$ cat src/rtl/ppi_pkg.sv
package ppi_pkg;
  localparam logic [7:0] CTRL_RST = 8'h9B;

  localparam logic [1:0] ADDR_A    = 2'd0;
  localparam logic [1:0] ADDR_B    = 2'd1;
  localparam logic [1:0] ADDR_C    = 2'd2;
  localparam logic [1:0] ADDR_CTRL = 2'd3;

  typedef struct packed {
    logic a_in;
    logic b_in;
    logic cl_in;
    logic ch_in;
  } dir_t;
endpackage

$ cat src/rtl/ppi_ctrl.sv
module ppi_ctrl
  import ppi_pkg::*;
#(
  parameter bit REDUCED = 1'b0,
  parameter int IDX_W   = 3
) (
  input  logic             clk_i,
  input  logic             rst_ni,
  input  logic             cs_i,
  input  logic             wr_i,
  input  logic [1:0]       addr_i,
  input  logic [7:0]       wdata_i,
  output logic [2:0]       port_wr_o,
  output logic             mode_wr_o,
  output logic             bit_wr_o,
  output logic [IDX_W-1:0] bit_idx_o,
  output logic             bit_val_o,
  output logic [7:0]       ctrl_q_o,
  output dir_t             dir_o
);
  logic       wr_q;
  logic       wr_pulse;
  logic [7:0] ctrl_q;

  always_ff @(posedge clk_i or negedge rst_ni) begin
    if (!rst_ni) wr_q <= 1'b0;
    else         wr_q <= wr_i;
  end

  assign wr_pulse = cs_i & wr_i & ~wr_q;

  always_comb begin
    port_wr_o = '0;
    if (wr_pulse && addr_i != ADDR_CTRL) port_wr_o[addr_i] = 1'b1;
  end

  assign mode_wr_o = wr_pulse && (addr_i == ADDR_CTRL) &&  wdata_i[7];
  assign bit_wr_o  = wr_pulse && (addr_i == ADDR_CTRL) && !wdata_i[7];
  assign bit_idx_o = wdata_i[IDX_W:1];
  assign bit_val_o = wdata_i[0];

  always_ff @(posedge clk_i or negedge rst_ni) begin
    if (!rst_ni)        ctrl_q <= CTRL_RST;
    else if (mode_wr_o) ctrl_q <= wdata_i;
  end

  assign ctrl_q_o = ctrl_q;

  // mode-select bits 6..5 and 2 ignored: everything is mode 0
  generate
    if (REDUCED) begin : g_fixed
      assign dir_o = '{a_in: ctrl_q[4], b_in: 1'b1, cl_in: 1'b0, ch_in: 1'b0};
    end else begin : g_prog
      assign dir_o = '{a_in: ctrl_q[4], b_in: ctrl_q[1], cl_in: ctrl_q[0], ch_in: ctrl_q[3]};
    end
  endgenerate

  p_held_strobe_r8: assert property (@(posedge clk_i) disable iff (!rst_ni)
    (wr_i && $past(wr_i)) |-> !mode_wr_o && !bit_wr_o && port_wr_o == '0);
endmodule

$ cat src/rtl/ppi_latch.sv
module ppi_latch #(
  parameter int W     = 8,
  parameter int IDX_W = $clog2(W)
) (
  input  logic             clk_i,
  input  logic             rst_ni,
  input  logic             clr_i,
  input  logic             wr_i,
  input  logic [W-1:0]     wdata_i,
  input  logic             bit_en_i,
  input  logic [IDX_W-1:0] bit_idx_i,
  input  logic             bit_val_i,
  output logic [W-1:0]     q_o
);
  logic [W-1:0] q;

  always_ff @(posedge clk_i or negedge rst_ni) begin
    if (!rst_ni)       q <= '0;
    else if (clr_i)    q <= '0;
    else if (wr_i)     q <= wdata_i;
    else if (bit_en_i) q[bit_idx_i] <= bit_val_i;
  end

  assign q_o = q;

  p_bsr_single_r1: assert property (@(posedge clk_i) disable iff (!rst_ni)
    (bit_en_i && !wr_i && !clr_i) |=> ($countones(q ^ $past(q)) <= 1));
endmodule

$ cat src/rtl/ppi_mode0.sv
module ppi_mode0
  import ppi_pkg::*;
#(
  parameter bit REDUCED = 1'b0,
  parameter int PORT_W  = 8
) (
  input  logic              clk_i,
  input  logic              rst_ni,
  input  logic              cs_i,
  input  logic              rd_i,
  input  logic              wr_i,
  input  logic [1:0]        addr_i,
  input  logic [7:0]        wdata_i,
  output logic [7:0]        rdata_o,
  input  logic [PORT_W-1:0] pa_i,
  output logic [PORT_W-1:0] pa_o,
  output logic [PORT_W-1:0] pa_oe_o,
  input  logic [PORT_W-1:0] pb_i,
  output logic [PORT_W-1:0] pb_o,
  output logic [PORT_W-1:0] pb_oe_o,
  input  logic [PORT_W-1:0] pc_i,
  output logic [PORT_W-1:0] pc_o,
  output logic [1:0]        pc_oe_o
);
  localparam int IDX_W = $clog2(PORT_W);
  localparam int HALF  = PORT_W / 2;

  logic [2:0]        port_wr;
  logic              mode_wr, bit_wr, bit_val;
  logic [IDX_W-1:0]  bit_idx;
  logic [7:0]        ctrl_q;
  dir_t              dir;
  logic [PORT_W-1:0] lat [3];
  logic [PORT_W-1:0] c_rd;

  ppi_ctrl #(.REDUCED(REDUCED), .IDX_W(IDX_W)) u_ctrl (
    .clk_i, .rst_ni, .cs_i, .wr_i, .addr_i, .wdata_i,
    .port_wr_o (port_wr),
    .mode_wr_o (mode_wr),
    .bit_wr_o  (bit_wr),
    .bit_idx_o (bit_idx),
    .bit_val_o (bit_val),
    .ctrl_q_o  (ctrl_q),
    .dir_o     (dir)
  );

  for (genvar p = 0; p < 3; p++) begin : g_lat
    ppi_latch #(.W(PORT_W), .IDX_W(IDX_W)) u_lat (
      .clk_i, .rst_ni,
      .clr_i     (mode_wr && !REDUCED),
      .wr_i      (port_wr[p]),
      .wdata_i   (wdata_i[PORT_W-1:0]),
      .bit_en_i  ((p == 2) ? bit_wr : 1'b0),
      .bit_idx_i (bit_idx),
      .bit_val_i (bit_val),
      .q_o       (lat[p])
    );
  end

  assign pa_o    = lat[0];
  assign pb_o    = lat[1];
  assign pc_o    = lat[2];
  assign pa_oe_o = {PORT_W{~dir.a_in}};
  assign pb_oe_o = {PORT_W{~dir.b_in}};
  assign pc_oe_o = {~dir.ch_in, ~dir.cl_in};

  assign c_rd = {dir.ch_in ? pc_i[PORT_W-1:HALF] : lat[2][PORT_W-1:HALF],
                 dir.cl_in ? pc_i[HALF-1:0]      : lat[2][HALF-1:0]};

  always_comb begin
    rdata_o = '0;
    if (cs_i && rd_i) begin
      unique case (addr_i)
        ADDR_A:  rdata_o = dir.a_in ? pa_i : lat[0];
        ADDR_B:  rdata_o = dir.b_in ? pb_i : lat[1];
        ADDR_C:  rdata_o = c_rd;
        default: rdata_o = ctrl_q;
      endcase
    end
  end

  p_dir_a_r2: assert property (@(posedge clk_i) disable iff (!rst_ni)
    mode_wr |=> (pa_oe_o == {PORT_W{~$past(wdata_i[4])}}));

  if (!REDUCED) begin : g_chk_std
    p_mode_clear_r3: assert property (@(posedge clk_i) disable iff (!rst_ni)
      mode_wr |=> (pa_o == '0 && pb_o == '0 && pc_o == '0));
  end else begin : g_chk_red
    p_keep_latch_r4: assert property (@(posedge clk_i) disable iff (!rst_ni)
      (mode_wr && port_wr == '0) |=> ($stable(pa_o) && $stable(pb_o) && $stable(pc_o)));
  end
endmodule

$ cat config.mk
export PLATFORM = sky130hd
export DESIGN_NAME = ppi_mode0
export DESIGN_NICKNAME = d
export VERILOG_FILES = /design/src/rtl/ppi_pkg.sv /design/src/rtl/ppi_ctrl.sv /design/src/rtl/ppi_latch.sv /design/src/rtl/ppi_mode0.sv
export SDC_FILE = /design/constraint.sdc
export NUM_CORES = 1
export LEC_CHECK = 0
export ABC_AREA = 1
export CORE_MARGIN = 5
export CORE_UTILIZATION = 49
export CTS_CLUSTER_DIAMETER = 40
export DETAILED_ROUTE_END_ITERATION = 6
export PLACE_DENSITY = 0.87
export SLEW_MARGIN = 20
export SYNTH_ARGS = -nofsm -noshare
export SYNTH_HDL_FRONTEND = slang
export SYNTH_HIERARCHICAL = 1
export SYNTH_SLANG_ARGS = --single-unit
$ cat constraint.sdc
create_clock -name clk_i -period 1.85 [get_ports clk_i]
set_input_delay 0.37 -clock clk_i [delete_from_list [all_inputs] [get_ports clk_i]]
set_output_delay 0.37 -clock clk_i [all_outputs]
set_load 0.03 [all_outputs]
==> results_dict.tcl, run 1 <==
set metrics [dict create \
    final_util 0.698 \
    fin_crit_sh 1.06 \
    grt_pass1_wl_um 15600 \
    dpl.hpwl_um 7020 \
    netlist_instances 505 \
    place_congestion 0.880 \
    crit_arrival_ns 1.60 \
    grt_max_degree 34 \
    required_ns 1.48 \
    powerDensity_mw_per_mm2 624 \
    drv_slew 0 \
    worstSkewPairLatency_ns 0.29 \
    setup_violations 8 \
    dp_slack_ns -0.299 \
    io_pins 89 \
    max_cap_violations 0 \
    critical_path_class "register to primary output" \
    whs_ns 0.469 \
    min-delay-path-class "register to register" \
    row_count 29 \
    antennaDiodeCount 0 \
    violations "negative setup slack" \
    peakVddDrop_mv 0.422 \
    die_x_um 89.4 \
    r2r_cells 9 \
    fin_worst_skew_ns 0.00767 \
    drt-total-wl_um 9760 \
    core_mm2 0.00624 \
    hold_depth 2 \
    synthToLayoutAreaGrowth_pct 41.2 \
    drc_errors 0 \
    setup_slack_ns -0.118 \
    drtIter0Drc 345 \
    grt_pass1_vias 3366 \
    drive_gt1_frac 0.252 \
    fp.dieArea_mm2 0.00798 \
    synth-seq-cells 33 \
    cts.sink_count 33 \
    die_h_um 89.4 \
    ant_nets 0 \
    routedWlPerCell_um 14.4 \
    critPathLaunchType "register" \
    clkTransAtPathRegs_ns 0.08 \
    grt.total_usage 0.248 \
    endpoint_kind "primary output" \
    numCtsBuffers 5 \
    crit_fanout 5 \
    leakagePower_uw 0.00233 \
    ys_types 23 \
    initial_utilization 0.494 \
    antenna_found_initial 0 \
    cts-root-buf "clkbuf_8" \
    cts_max_level 2 \
    fin_nets 637 \
    cts_tree "yes" \
    io_buffers 88 \
    fmax_ghz 0.508 \
    cts_max_path_buffers 2 \
    grt_overflow_total 0 \
    vias 3667 \
    vias_per_cell 5.42 \
    rsz0062_at_grt "true" \
    yosysWarnings 6 \
    ys_seq_area_frac 0.270 \
    hold_buffers 0 \
    hold_viol_final 0 \
    status "finished with violations" \
    period_needed_ns 1.97 \
    syn_area_mm2 0.00309 \
    avgSynthCellArea_um2 6.11 \
    detail_route.first_pass.iterations 5 \
]
[worst max-delay path, cell delays in order (launching register included)]
cell	delay, ns
dfstp_2	0.60
buf_6	0.14
nand2_4	0.04
nand2_2	0.05
nand2_2	0.04
nand2_2	0.09
nor2_2	0.04
nor2_2	0.14
buf_6	0.15
[stage by stage]
stage | TNS [ns] | area, µm² | power, µW | cells
2_1_floorplan | 0 | 3110 | 1640 | 506
3_3_place_gp | -4.27 | 4080 | 2030 | 658
4_1_cts | -0.488 | 4350 | 2700 | 674
5_1_grt | -1.23 | 4360 | 2860 | 676
6_report | -0.727 | 4360 | 2720 | 676
3_5_place_dp | -4.88 | 4080 | 2050 | 658
[cells in the final DEF (no fill, tap or decap), types with 2 or more instances in the layout]
cell type,count
bufinv_8,3
nand3_2,6
nor2_2,27
dfrtp_1,28
nand4_1,13
buf_4,23
clkdlybuf4s50_1,60
o21ai_1,14
nor3_1,2
dfstp_2,5
clkbuf_2,7
o211ai_1,3
conb_1,2
nor2_1,2
nand2_2,19
buf_6,13
inv_2,18
dlygate4sd2_1,12
clkbuf_8,7
nor2_4,9
inv_1,40
buf_12,7
nand3_1,87
nand2_1,184
[cell type report]
cell class,instances,area (µm²)
clock buffers,7,96.3
clock inverters,1,5.00
fillers,494,1880
inverters,63,285
multi-input cells,372,1830
flip-flops and latches,33,832
well taps,77,96.3
repair buffers,123,1210
[timing repair]
| item | CTS | global route |
|---|---|---|
| pin swaps | 20 | 7 |
| buffers inserted | 8 | 2 |
| endpoints found under the setup margin | 26 | 9 |
| resized for setup | 63 | 20 |
| endpoints found under the hold margin | 0 | 0 |
| cloned | 0 | 0 |
[state kept, by name (all words and copies together), names as in the netlist]
| register | cells |
|---|---|
| u_ctrl/ctrl_q_o | 8 |
| g_lat.u_lat/q_o | 24 |
| u_ctrl/wr_q | 1 |
[kinds of logic (layout without fill, tap and decap cells)]
kind of cell,Yosys count,in the layout,synth area share
flip-flops,33,33,0.270
AND/OR/NAND/NOR,353,353,0.523
other,1,2,0.00122
AO/OA/AOI/OAI,17,17,0.0300
buffers and inverters,101,194,0.176
[where the power goes]
group	internal (µW)	switching (µW)
sequential	806	74.0
clock	337	284
combinational	458	759
[synthesized netlist by cell type]
| cell | number | area [µm²] |
|---|---|---|
| nand2_1 | 201 | 754 |
| nand3_1 | 93 | 465 |
| inv_1 | 40 | 150 |
| dfrtp_1 | 28 | 701 |
| buf_4 | 22 | 165 |
| inv_2 | 19 | 71.3 |
| nor2_1 | 17 | 63.8 |
| o21ai_1 | 14 | 70.1 |
| buf_2 | 13 | 65.1 |
| nand4_1 | 13 | 81.3 |
| nor2_2 | 13 | 81.3 |
| nor2_4 | 8 | 90.1 |
| dfstp_2 | 5 | 131 |
| buf_6 | 3 | 33.8 |
| bufinv_8 | 3 | 52.6 |
| nand2_2 | 3 | 18.8 |
| o211ai_1 | 3 | 22.5 |
| nor3_1 | 2 | 10.0 |
| conb_1 | 1 | 3.75 |
| inv_4 | 1 | 6.26 |
| nand3_4 | 1 | 17.5 |
| nor2_8 | 1 | 20.0 |
| nor3_2 | 1 | 10.0 |
[worst paths after layout]
kind                                                     endpoint                           start  slack [ns]
worst max-delay path                                   rdata_o[2]  u_ctrl/ctrl_q_o[1]$_DFFE_PN1P_       -0.12
worst min-delay path               u_ctrl/ctrl_q_o[7]$_DFFE_PN1P_  u_ctrl/ctrl_q_o[7]$_DFFE_PN1P_        0.47
worst max register to register  g_lat[0].u_lat/q_o[4]$_DFFE_PN0P_           u_ctrl/wr_q$_DFF_PN0_        0.33
worst min register to register     u_ctrl/ctrl_q_o[7]$_DFFE_PN1P_  u_ctrl/ctrl_q_o[7]$_DFFE_PN1P_        0.47
max in group asynchronous          u_ctrl/ctrl_q_o[0]$_DFFE_PN1P_                          rst_ni        1.00
min in group asynchronous                   u_ctrl/wr_q$_DFF_PN0_                          rst_ni        0.49
[metal layers]
metal  wire length [µm]  GRT usage  part of all wire  vias to the layer above
met5                  0          0                 0                        -
met4                305     0.0825             0.031                        0
met3                915     0.0488             0.094                       31
met2               4600      0.429              0.47                      207
met1               3950      0.308              0.40                     1669
li1                   -          -                 -                     1760
Note: power is estimated with default switching activity, not from simulation.
==> run 2, diff against run 1 <==
- SLEW_MARGIN: 20 -> not set
==> results of run 2 <==
No change in the layout: final DEF, timing and power equal those of run 1.
==> run 3, diff against run 2 <==
- PLACE_DENSITY: 0.87 -> 0.82
==> results_dict.tcl, run 3 (same netlist as run 1, synthesis figures left out) <==
set metrics [dict create \
    final_util 0.681 \
    drtIter0Drc 327 \
    worstSkewPairLatency_ns 0.29 \
    period_needed_ns 1.97 \
    grt_pass1_wl_um 15800 \
    cts.sink_count 33 \
    cts_tree "yes" \
    drc_errors 0 \
    largest_reg_flops 24 \
    cts-root-buf "clkbuf_8" \
    switching_share 0.425 \
    hold_viol_final 0 \
    antenna_found_initial 0 \
    antennaDiodeCount 0 \
    r2r_start "u_ctrl/wr_q$_DFF_PN0_" \
    core_mm2 0.00624 \
    p_seq_frac 0.336 \
    fin_cells 672 \
    grt_overflow_total 0 \
    drv_slew 0 \
    die_h_um 89.4 \
    fill_cells 561 \
    initial_utilization 0.494 \
    grt_max_degree 34 \
    fmax_ghz 0.508 \
    fin_total_pwr_uw 2630 \
    critPathLaunchType "register" \
    r2r_end "g_lat[0].u_lat/q_o[1]$_DFFE_PN0P_" \
    pwr-share-comb 0.451 \
    crit_arrival_ns 1.60 \
    row_count 29 \
    fin_crit_sh 1.06 \
    placedCellCount 660 \
    crit_end "rdata_o[7]" \
    fp.dieArea_mm2 0.00798 \
    routedWlPerCell_um 14.6 \
    max_cap_violations 0 \
    io_pins 89 \
    fin_nets 633 \
    peakVddDrop_mv 0.357 \
    dp_slack_ns -0.300 \
    detail_route.first_pass.iterations 5 \
    internal_power_uw 1510 \
    setup_violations 8 \
    hold_depth 2 \
    numCtsBuffers 5 \
    synthToLayoutAreaGrowth_pct 37.7 \
    multi_input_area_mm2 0.00176 \
    crit_fanout 6 \
    grt_pass1_vias 3340 \
    vias 3622 \
    drt-total-wl_um 9810 \
    dpl.hpwl_um 7400 \
    power_frac_clock 0.213 \
    clkTransAtPathRegs_ns 0.07 \
    final_cell_mix "195 x nand2_1, 93 x nand3_1, 60 x clkdlybuf4s50_1" \
    min-delay-path-class "register to register" \
    status "finished with violations" \
    cts_max_path_buffers 2 \
    powerDensity_mw_per_mm2 619 \
    required_ns 1.48 \
    grt.total_usage 0.255 \
    endpoint_kind "primary output" \
    vias_per_cell 5.39 \
    die_x_um 89.4 \
    cts_max_level 2 \
    setup_slack_ns -0.120 \
    drive_gt1_frac 0.202 \
    violations "negative setup slack" \
    critical_path_class "register to primary output" \
    leakagePower_uw 0.00230 \
    io_buffers 88 \
    power.switching_uw 1120 \
    place_congestion 0.958 \
    startpoint "u_ctrl/ctrl_q_o[1]$_DFFE_PN1P_" \
    regArea_um2 832 \
    ff2ff_setup_slack_ns 0.23 \
    setup_tns_ns -0.762 \
    r2r_cells 9 \
    fin_worst_skew_ns 0.00547 \
    rsz0062_at_grt "true" \
    ant_nets 0 \
    final_common_cell "nand2_1" \
]
[run 3: layer usage]
| metal | share of wire | wire length (µm) | track usage |
|---|---|---|---|
| met5 | 0 | 0 | 0 |
| met4 | 0.024 | 238 | 0.0825 |
| met3 | 0.10 | 979 | 0.0618 |
| met2 | 0.46 | 4540 | 0.419 |
| met1 | 0.41 | 4060 | 0.328 |
[run 3: area by class of cell]
class                           count  share of cell area
Clock inverter                      2             0.00236
Clock buffer                        6              0.0171
Multi-Input combinational cell    372               0.415
Tap cell                           77              0.0227
Sequential cell                    33               0.196
Inverter                           63              0.0665
Timing Repair Buffer              119               0.281
[run 3: power by group through the flow]
stage / logic, µW / clock network (µW) / registers, µW
2_1_floorplan: 691 / 0 / 949
3_3_place_gp: 1160 / 0 / 896
3_5_place_dp: 1170 / 0 / 900
4_1_cts: 1160 / 564 / 882
5_1_grt: 1280 / 590 / 894
6_report: 1190 / 560 / 883
[run 3: per-stage QoR]
stage          cell area [µm²]  hold slack (ns)
5_1_grt                   4250            0.488
3_3_place_gp              4080            0.445
6_report                  4250            0.455
2_1_floorplan             3110           0.0744
3_5_place_dp              4080            0.444
4_1_cts                   4190            0.456
[run 3: critical path, stage by stage (launching register included)]
cell	delay [ns]
dfstp_2	0.60
buf_6	0.14
nand2_1	0.10
nand3_1	0.10
nand2_1	0.07
nor2_2	0.10
nor2_2	0.04
buf_4	0.16
[run 3: how the worst min path moves through the flow]
stage | startpoint | end | slack, ns
2_1_floorplan | rst_ni | g_lat[0].u_lat/q_o[0]$_DFFE_PN0P_ | 0.07
3_3_place_gp | u_ctrl/ctrl_q_o[7]$_DFFE_PN1P_ | u_ctrl/ctrl_q_o[7]$_DFFE_PN1P_ | 0.44
3_5_place_dp | u_ctrl/ctrl_q_o[7]$_DFFE_PN1P_ | u_ctrl/ctrl_q_o[7]$_DFFE_PN1P_ | 0.44
4_1_cts | u_ctrl/ctrl_q_o[7]$_DFFE_PN1P_ | u_ctrl/ctrl_q_o[7]$_DFFE_PN1P_ | 0.46
5_1_grt | u_ctrl/ctrl_q_o[7]$_DFFE_PN1P_ | u_ctrl/ctrl_q_o[7]$_DFFE_PN1P_ | 0.49
6_report | u_ctrl/ctrl_q_o[7]$_DFFE_PN1P_ | u_ctrl/ctrl_q_o[7]$_DFFE_PN1P_ | 0.45
[run 3: what timing repair did]
| item | in CTS | in global routing |
|---|---|---|
| endpoints found under the setup margin | 26 | 26 |
| setup buffers | 2 | 2 |
| hold buffers | 0 | 0 |
| gates resized for setup | 25 | 16 |
| pin swaps | 4 | 7 |
